`src/rtl/pic_pkg.sv`:
```
package pic_pkg;
  localparam int NSRC   = 25;
  localparam int NFLD   = 12;
  localparam int PRI_W  = 4;
  localparam int CODE_W = 12;
  localparam int DATA_W = 32;
  localparam int REG_W  = 16;
  localparam int EVT_KEEP = 11;

  typedef enum logic [2:0] {
    RA_PRI_A   = 3'd0,
    RA_PRI_B   = 3'd1,
    RA_PRI_C   = 3'd2,
    RA_MSK_SET = 3'd3,
    RA_MSK_CLR = 3'd4,
    RA_EVENT   = 3'd5
  } reg_addr_e;

  // Event code of on-chip source i; index order equals code order.
  function automatic logic [CODE_W-1:0] src_code(input int i);
    if (i < 14)      return CODE_W'(12'h400 + 32 * i);
    else if (i < 21) return CODE_W'(12'h600 + 32 * (i - 14));
    else             return CODE_W'(12'h700 + 32 * (i - 21));
  endfunction

  // Field index = register*4 + nibble (nibble 0 = bits [3:0]).
  function automatic int src_field(input int i);
    if (i == 0)       return 3;   // A[15:12]
    else if (i == 1)  return 2;   // A[11:8]
    else if (i <= 3)  return 1;   // A[7:4]
    else if (i <= 6)  return 0;   // A[3:0]
    else if (i <= 10) return 5;   // B[7:4]
    else if (i == 11) return 7;   // B[15:12]
    else if (i <= 13) return 6;   // B[11:8]
    else if (i == 14) return 8;   // C[3:0]
    else if (i == 15) return 11;  // C[15:12]
    else if (i <= 20) return 10;  // C[11:8]
    else              return 9;   // C[7:4]
  endfunction
endpackage

```
`src/rtl/pic_regs.sv`:
```
module pic_regs
  import pic_pkg::*;
(
  input  logic                   clk,
  input  logic                   rst_n,
  input  logic                   wr,
  input  logic [2:0]             addr,
  input  logic [DATA_W-1:0]      wdata,
  input  logic                   ack,
  input  logic [CODE_W-1:0]      ack_code,
  output logic [NFLD*PRI_W-1:0]  pri_flds,
  output logic [NSRC-1:0]        mask,
  output logic [DATA_W-1:0]      rdata
);
  localparam int UNUSED_FLD = 4;

  logic [NFLD*PRI_W-1:0] pri_q, pri_d;
  logic [NSRC-1:0]       mask_q, mask_d;
  logic [CODE_W-1:0]     evt_q, evt_d;
  logic                  pri_en, mask_en, evt_en;

  always_comb begin
    pri_d   = pri_q;
    mask_d  = mask_q;
    evt_d   = evt_q;
    pri_en  = 1'b0;
    mask_en = 1'b0;
    evt_en  = 1'b0;
    if (wr) begin
      case (addr)
        RA_PRI_A: begin pri_en = 1'b1; pri_d[0*REG_W +: REG_W] = wdata[REG_W-1:0]; end
        RA_PRI_B: begin pri_en = 1'b1; pri_d[1*REG_W +: REG_W] = wdata[REG_W-1:0]; end
        RA_PRI_C: begin pri_en = 1'b1; pri_d[2*REG_W +: REG_W] = wdata[REG_W-1:0]; end
        RA_MSK_SET: begin mask_en = 1'b1; mask_d = mask_q | wdata[NSRC-1:0]; end
        RA_MSK_CLR: begin mask_en = 1'b1; mask_d = mask_q & ~wdata[NSRC-1:0]; end
        RA_EVENT: begin
          evt_en = 1'b1;
          evt_d  = {{(CODE_W-EVT_KEEP){1'b0}}, wdata[EVT_KEEP-1:0]};
        end
        default: ;
      endcase
    end
    pri_d[UNUSED_FLD*PRI_W +: PRI_W] = '0;
    if (ack && !evt_en) begin
      evt_en = 1'b1;
      evt_d  = ack_code;
    end
  end

  always_ff @(posedge clk or negedge rst_n) begin
    if (!rst_n) begin
      pri_q  <= '0;
      mask_q <= '0;
      evt_q  <= '0;
    end else begin
      if (pri_en)  pri_q  <= pri_d;
      if (mask_en) mask_q <= mask_d;
      if (evt_en)  evt_q  <= evt_d;
    end
  end

  always_comb begin
    rdata = '0;
    case (addr)
      RA_PRI_A:   rdata = DATA_W'(pri_q[0*REG_W +: REG_W]);
      RA_PRI_B:   rdata = DATA_W'(pri_q[1*REG_W +: REG_W]);
      RA_PRI_C:   rdata = DATA_W'(pri_q[2*REG_W +: REG_W]);
      RA_MSK_SET,
      RA_MSK_CLR: rdata = DATA_W'(mask_q);
      RA_EVENT:   rdata = DATA_W'(evt_q);
      default:    rdata = '0;
    endcase
  end

  assign pri_flds = pri_q;
  assign mask     = mask_q;

  a_r2_unused_field_zero: assert property (@(posedge clk) disable iff (!rst_n)
    (addr == RA_PRI_B) |-> (rdata[PRI_W-1:0] == '0));
  a_r7_set_takes: assert property (@(posedge clk) disable iff (!rst_n)
    (wr && addr == RA_MSK_SET) |=>
      ((mask_q & $past(wdata[NSRC-1:0])) == $past(wdata[NSRC-1:0])));
  a_r7_clear_takes: assert property (@(posedge clk) disable iff (!rst_n)
    (wr && addr == RA_MSK_CLR) |=> ((mask_q & $past(wdata[NSRC-1:0])) == '0));
  a_r9_ack_loads: assert property (@(posedge clk) disable iff (!rst_n)
    (ack && !(wr && addr == RA_EVENT)) |=> (evt_q == $past(ack_code)));
  a_r9_sw_width: assert property (@(posedge clk) disable iff (!rst_n)
    (wr && addr == RA_EVENT) |=> (evt_q[CODE_W-1:EVT_KEEP] == '0));
endmodule

```
`src/rtl/pic_arbiter.sv`:
```
module pic_arbiter
  import pic_pkg::*;
(
  input  logic [NSRC-1:0]        req,
  input  logic [NSRC-1:0]        mask,
  input  logic [NFLD*PRI_W-1:0]  pri_flds,
  input  logic [PRI_W-1:0]       ext_lvl,
  output logic [PRI_W-1:0]       best_pri,
  output logic [CODE_W-1:0]      best_code
);
  localparam logic [PRI_W-1:0] EXT_IDLE = '1;

  logic [PRI_W-1:0] src_pri [NSRC];

  for (genvar g = 0; g < NSRC; g++) begin : g_src
    assign src_pri[g] = (req[g] && !mask[g]) ?
                        pri_flds[src_field(g)*PRI_W +: PRI_W] : '0;
  end

  // External codes lie below every on-chip code, so it seeds the scan;
  // ascending scan with strict compare keeps the lower code on ties.
  always_comb begin
    if (ext_lvl != EXT_IDLE) begin
      best_pri  = EXT_IDLE - ext_lvl;
      best_code = CODE_W'(12'h200) + {3'b000, ext_lvl, 5'b00000};
    end else begin
      best_pri  = '0;
      best_code = '0;
    end
    for (int i = 0; i < NSRC; i++) begin
      if (src_pri[i] > best_pri) begin
        best_pri  = src_pri[i];
        best_code = src_code(i);
      end
    end
  end
endmodule

```
`src/rtl/pic_top.sv`:
```
module pic_top
  import pic_pkg::*;
(
  input  logic        clk,
  input  logic        rst_n,
  input  logic [24:0] src_req,
  input  logic [3:0]  ext_lvl,
  input  logic [3:0]  cpu_lvl,
  input  logic        int_ack,
  input  logic        reg_wr,
  input  logic [2:0]  reg_addr,
  input  logic [31:0] reg_wdata,
  output logic [31:0] reg_rdata,
  output logic        irq_req,
  output logic [11:0] irq_code
);
  logic [NFLD*PRI_W-1:0] pri_flds;
  logic [NSRC-1:0]       mask;
  logic [PRI_W-1:0]      best_pri;
  logic [CODE_W-1:0]     best_code;
  logic                  irq_d, irq_q;
  logic [CODE_W-1:0]     code_d, code_q;

  pic_regs u_regs (
    .clk      (clk),
    .rst_n    (rst_n),
    .wr       (reg_wr),
    .addr     (reg_addr),
    .wdata    (reg_wdata),
    .ack      (int_ack),
    .ack_code (code_q),
    .pri_flds (pri_flds),
    .mask     (mask),
    .rdata    (reg_rdata)
  );

  pic_arbiter u_arb (
    .req       (src_req),
    .mask      (mask),
    .pri_flds  (pri_flds),
    .ext_lvl   (ext_lvl),
    .best_pri  (best_pri),
    .best_code (best_code)
  );

  always_comb begin
    irq_d  = (best_pri > cpu_lvl);
    code_d = irq_d ? best_code : '0;
  end

  always_ff @(posedge clk or negedge rst_n) begin
    if (!rst_n) begin
      irq_q  <= 1'b0;
      code_q <= '0;
    end else begin
      irq_q  <= irq_d;
      code_q <= code_d;
    end
  end

  assign irq_req  = irq_q;
  assign irq_code = code_q;

  a_r8_code_when_req: assert property (@(posedge clk) disable iff (!rst_n)
    irq_req |-> (irq_code != '0));
  a_r8_zero_when_idle: assert property (@(posedge clk) disable iff (!rst_n)
    !irq_req |-> (irq_code == '0));
  a_r5_code_aligned: assert property (@(posedge clk) disable iff (!rst_n)
    irq_req |-> (irq_code[4:0] == 5'd0 && irq_code >= 12'h200 && irq_code <= 12'h760));
  a_r3_zero_prio_idle: assert property (@(posedge clk) disable iff (!rst_n)
    (pri_flds == '0 && ext_lvl == 4'hF) |=> !irq_req);
endmodule

```
`config.mk`:
```
export PLATFORM = sky130hd
export DESIGN_NAME = pic_top
export DESIGN_NICKNAME = d
export VERILOG_FILES = /design/src/rtl/pic_pkg.sv /design/src/rtl/pic_regs.sv /design/src/rtl/pic_arbiter.sv /design/src/rtl/pic_top.sv
export SDC_FILE = /design/constraint.sdc
export NUM_CORES = 1
export LEC_CHECK = 0
export BUFFER_PORTS_ARGS = -buffer_cell sky130_fd_sc_hd__buf_2
export CAP_MARGIN = 10
export CORE_MARGIN = 4
export CORE_UTILIZATION = 55
export DETAILED_ROUTE_END_ITERATION = 10
export PLACE_DENSITY = 0.74
export REMOVE_ABC_BUFFERS = 1
export SLEW_MARGIN = 5
export SYNTH_ARGS = -nofsm -noshare
export SYNTH_HDL_FRONTEND = slang
export SYNTH_SLANG_ARGS = --single-unit
export TNS_END_PERCENT = 20
```
`constraint.sdc`:
```
create_clock -name clk -period 44.4 [get_ports clk]
set_input_delay 6.66 -clock clk [delete_from_list [all_inputs] [get_ports clk]]
set_output_delay 6.66 -clock clk [all_outputs]
set_load 0.005 [all_outputs]
```
Word-level counts from Yosys, hierarchy flattened:

Index checks and enable logic that the tools add are counted.

* register bits: 94
* bits of input ports: 72
* output and inout bits: 45
* logic and storage cells: 197

* add/sub/neg operators: 2
* $lt $le $gt $ge: 26
* eq/ne operators: 6
* mux-type cells: 90
* bitwise operators: 3
* reductions and logical operators: 63

Operators with widths (count)
* $mux W12: 30
* $mux W4: 51
* $pmux W25 S5: 1
* $gt A4 B4 Y1: 26
* $pmux W25 S2: 1
* $logic_and A1 B1 Y1: 26
* $logic_not A1 Y1: 26
* $and A25 B25 Y25: 1
* $not A25 Y25: 1
* $or A25 B25 Y25: 1
* $reduce_and A3 Y1: 5
* $add A10 B9 Y11 const A: 1
* $mux W1: 7
* $eq A3 B2 Y1 const B: 2
* $eq A3 B3 Y1 const B: 2
* $reduce_bool A2 Y1: 3
* $ne A4 B4 Y1 const B: 1
* $sub A4 B4 Y4 const A: 1
* $eq A3 B1 Y1 const B: 1
* $logic_not A3 Y1: 1
* $reduce_or A3 Y1: 1
* $reduce_or A2 Y1: 1

Longest topological paths before layout:

* word-level depth: 55
* depth in mapped cells: 214
* gate-level depth less buffers: 210

Hierarchy:

A second synthesis with hierarchy kept.

* cells, all modules: 1481
* area total of the unflattened synthesis: 11706.2 sq um

By module, submodules not included
* pic_arbiter: times used 1, cells an instance 1040, area an instance 6837.8 sq um, sequential area each 0.0 sq um
* pic_regs: times used 1, cells an instance 388, area an instance 4275.4 sq um, sequential area each 2026.9 sq um
* pic_top: times used 1, cells an instance 53, area an instance 593.1 sq um, sequential area each 325.3 sq um

Least setup slack after synthesis:

Ideal clock, no wire load.

* path type: input -> register
* start: in src_req[0]
* end: reg code_q[7], in the netlist irq_code[7]
* setup time: 0.095 ns
* data arrival time: 43.237 ns
* setup slack: 1.068 ns
* stages: 190
* buffers on the path: 4
* cells stage by stage: nor2b_1 > nand2_1 > inv_1 > ha_1 > nor2b_1 > o211a_1 > o21a_1 > nor2_1 > a21oi_1 > ha_1 > and3_1 > a31oi_1 > mux2i_1 > a21oi_1 > o21ai_0 > ha_1 > nand3_1 > or3b_1 > [... 154 more ...] > a41oi_1 > and2_1 > o21ba_1 > ha_1 > o21ai_0 > nand2b_1 > a21oi_1 > a41o_1 > buf_1 > mux2_2 > o31a_1 > ha_1 > nor2b_1 > o21ai_0 > nand2b_1 > a21oi_1 > a41o_1 > nor4b_2

* longest elaborated chain between the ends: 54

RTL lines
* start: declaration: RTL line pic_top.sv:6 `input logic [24:0] src_req,`
* $logic_and A1 B1 Y1 *: RTL line pic_arbiter.sv:16 `assign src_pri[g] = (req[g] && !mask[g]) ?`
* $mux W4 *: RTL line pic_arbiter.sv:16
* $gt A4 B4 Y1: RTL line pic_arbiter.sv:31 `if (src_pri[i] > best_pri) begin`
* $mux W4: RTL line pic_arbiter.sv:31
* $gt A4 B4 Y1: RTL line pic_arbiter.sv:31
* $mux W4: RTL line pic_arbiter.sv:31
* $gt A4 B4 Y1: RTL line pic_arbiter.sv:31
* $mux W4: RTL line pic_arbiter.sv:31
* [... 39 more ...]
* $mux W4: RTL line pic_arbiter.sv:31
* $gt A4 B4 Y1: RTL line pic_arbiter.sv:31
* $mux W4: RTL line pic_arbiter.sv:31
* $gt A4 B4 Y1: RTL line pic_arbiter.sv:31
* $mux W4: RTL line pic_arbiter.sv:31
* $gt A4 B4 Y1: RTL line pic_top.sv:47 `irq_d = (best_pri > cpu_lvl);`
* $mux W12 *: RTL line pic_top.sv:48 `code_d = irq_d ? best_code : '0;`
* net code_d[7]: RTL line pic_top.sv:22 `logic [CODE_W-1:0] code_d, code_q;`
* end signal: assignment: RTL line pic_top.sv:57 `code_q <= code_d;`
* end: declaration: RTL line pic_top.sv:22

Mark *: on every way through the listed nets, which the timed path passes. The rest lies on a longest branch.
A chain may end at the register's enable or synchronous reset.

Worst setup path after layout:

Same ends and word-level chain as after synthesis.

==> reports/metrics.csv <==
metric,value,unit
status,"finished, final reports clean",
CP max stage delay,560,ps
share of post-route cells with drive strength above 1,29.0,%
initial DRC count,842,
Die X,149,um
final hold vios,0,
Initial Util,55.8,%
worst hold path type,register to register,
CP Launch Type,input port,
"area leader, netlist",dfrtp_1,
min cycle time layout,42590,ps
Syn. warnings,0,
Mapped Avg Cell Area,7.64,sq um
CTS tree,yes,
CP top delay family,compound AO/OA/AOI/OAI gates,
first-pass GRT wire length,54600,um
"Area growth, synth to finish",25.2,%
hold slack final,524,ps
post-synth top area share,20.0,%
Clock Pin Slew Worst Setup and Hold Paths,60,ps
Routed Antenna Nets,0,
Max-cap violations,0,
worst path buffer plus inverter count,8,
hold path startpoint,u_regs.evt_q[3]$_DFFE_PN0P_,
Slew headroom,34.6,%
clock buffer depth,2,
Final WS setup,1810,ps
pre-CTS WS,-311,ps
critical path data required time,44660,ps
HPWL after DPL,26000,um
sequential share of the synthesized area,20.0,%
register bit total from synthesis,87,
die area,22100,sq um
Fin Setup TNS,0,ps
# clock sinks,87,
Final Skew,6.30,ps
port bufs,96,
FF+latch area,2180,sq um
highest clock rate,0.0235,GHz
"EDFF count, synth",0,
Slew Limit Fails,0,
Routed WL,34600,um
Post-layout nets,1808,
DRC viols,0,
total congestion overflow,0,
FILL cells,1552,
vias,12114,
io pins,117,
Critical Path Start,src_req[0],
num rows,51,
Total GRT Usage,29.8,%
CP Capture Type,register,
first-pass detailed-route iteration total,6,
dominant synthesized flop cell,dfrtp_1,
multi-input logic area,8590,sq um
routed vias/inst,6.22,
Synth Cell Area,10900,sq um
Die Y,149,um
largest net degree at the start of global routing,78,
design area,13600,sq um
Worst path slowest cell,or4b_1,
Worst-Skew Late Latency,350,ps
WS Path Type,input port to register,
clk root buf,clkbuf_16,
initial antenna violation count,3,
ys async rst share,100,%
Core Area,19500,sq um
cells after synthesis,1422,
Critical Path AT,42850,ps
Area contributors post-synth,"dfrtp_1 20%, ha_1 6.9%, nand2_1 6.7%",
most frequent cell after synthesis,nand2_1,
vias in the first global route,11354,
wire length per cell after detailed routing,17.7,um
CTS HTree Levels,3,
Worst Max-Slew Pin Slew,981,ps
Placed Area,12800,sq um
Synth top cells by count,"195 x nand2_1, 95 x a21oi_1, 93 x nor2_1",
most frequent cell on the critical path,ha_1,
gpl congestion,0.969,
cts bufs inserted,9,
Final setup viols,0,
Final period util,95.9,%
synth unique cells,101,
largest fanout on the critical path,8,
==> per-stage QoR <==
stage / util [%] / instances
floorplan: - / 1369
global placement: 65.6 / 1907
detailed placement: 65.6 / 1907
CTS: 67.2 / 1923
global route: 69.9 / 1947
finish: 69.9 / 1948
==> final timing paths <==
check / end / slack (ps) / cells past startpoint
min in group asynchronous: irq_req$_DFF_PN0_ / 6140 / 1
max: irq_code[7]$_DFF_PN0_ / 1810 / 192
min: u_regs.evt_q[3]$_DFFE_PN0P_ / 520 / 2
max in group asynchronous: async pin / 37050 / 2
min reg2reg: u_regs.evt_q[3]$_DFFE_PN0P_ / 520 / 2
max reg2reg: irq_code[7]$_DFF_PN0_ / 7830 / 191
==> worst reg2reg max path, delay by kind of cell (launching register included) <==
family	cells	cell delay, ps
compound gates	77	12180
mux	13	3930
fa+ha+maj	27	8100
flops	1	450
buf+inv	7	1020
simple gates	67	10790
==> layer usage <==
metal	track usage, %	vias up	wire length (um)
met5	0	-	30
met3	3.02	87	2380
met2	50.9	534	16600
met4	11.2	4	1140
li1	-	5798	-
met1	39.1	5691	14400
==> repair_timing <==
item,4_1_cts,5_1_grt
pin swaps,0,31
setup buffers,0,23
setup endpoints to repair,7,7
hold buffers,0,0
gates resized for setup,1,80
==> layout by cell type (no fill, tap or decap), types with 16 or more instances in the layout <==
master and count:
inv_1 57, buf_4 201, nor2b_1 39, nand2_1 190
nor2_1 92, and2_1 80, and3_1 16, o21ai_0 65
a31oi_1 55, nand3_1 32, dfrtp_1 87, nand2b_1 17
a21oi_1 82, o22ai_1 16, nor3_1 22, mux2_2 61
ha_1 57, buf_2 95, mux2i_1 28
==> cells by family after synthesis <==
group	after synthesis	synth area share, %
AOI/OAI and AO/OA	449	28.3
buffers and inverters	122	4.72
adders and majority gates	64	7.28
and+or+nand+nor	584	27.3
DFF	87	20.0
muxes	102	11.2
other	1	0.0345
xor gates and xnor gates	13	1.05
==> final cells by class <==
cell class                      instances  share of cell area (%)
Tap cell                              265                    2.44
Sequential cell                        87                    16.0
Clock buffer                           10                    1.76
Multi-Input combinational cell       1225                    63.1
Clock inverter                          6                   0.506
Inverter                               57                    1.57
Timing Repair Buffer                  296                    14.6
Antenna cell                            2                  0.0368
Power is not shown: default switching activity piles up to over one toggle a cycle in this logic, so the estimate is an artifact.
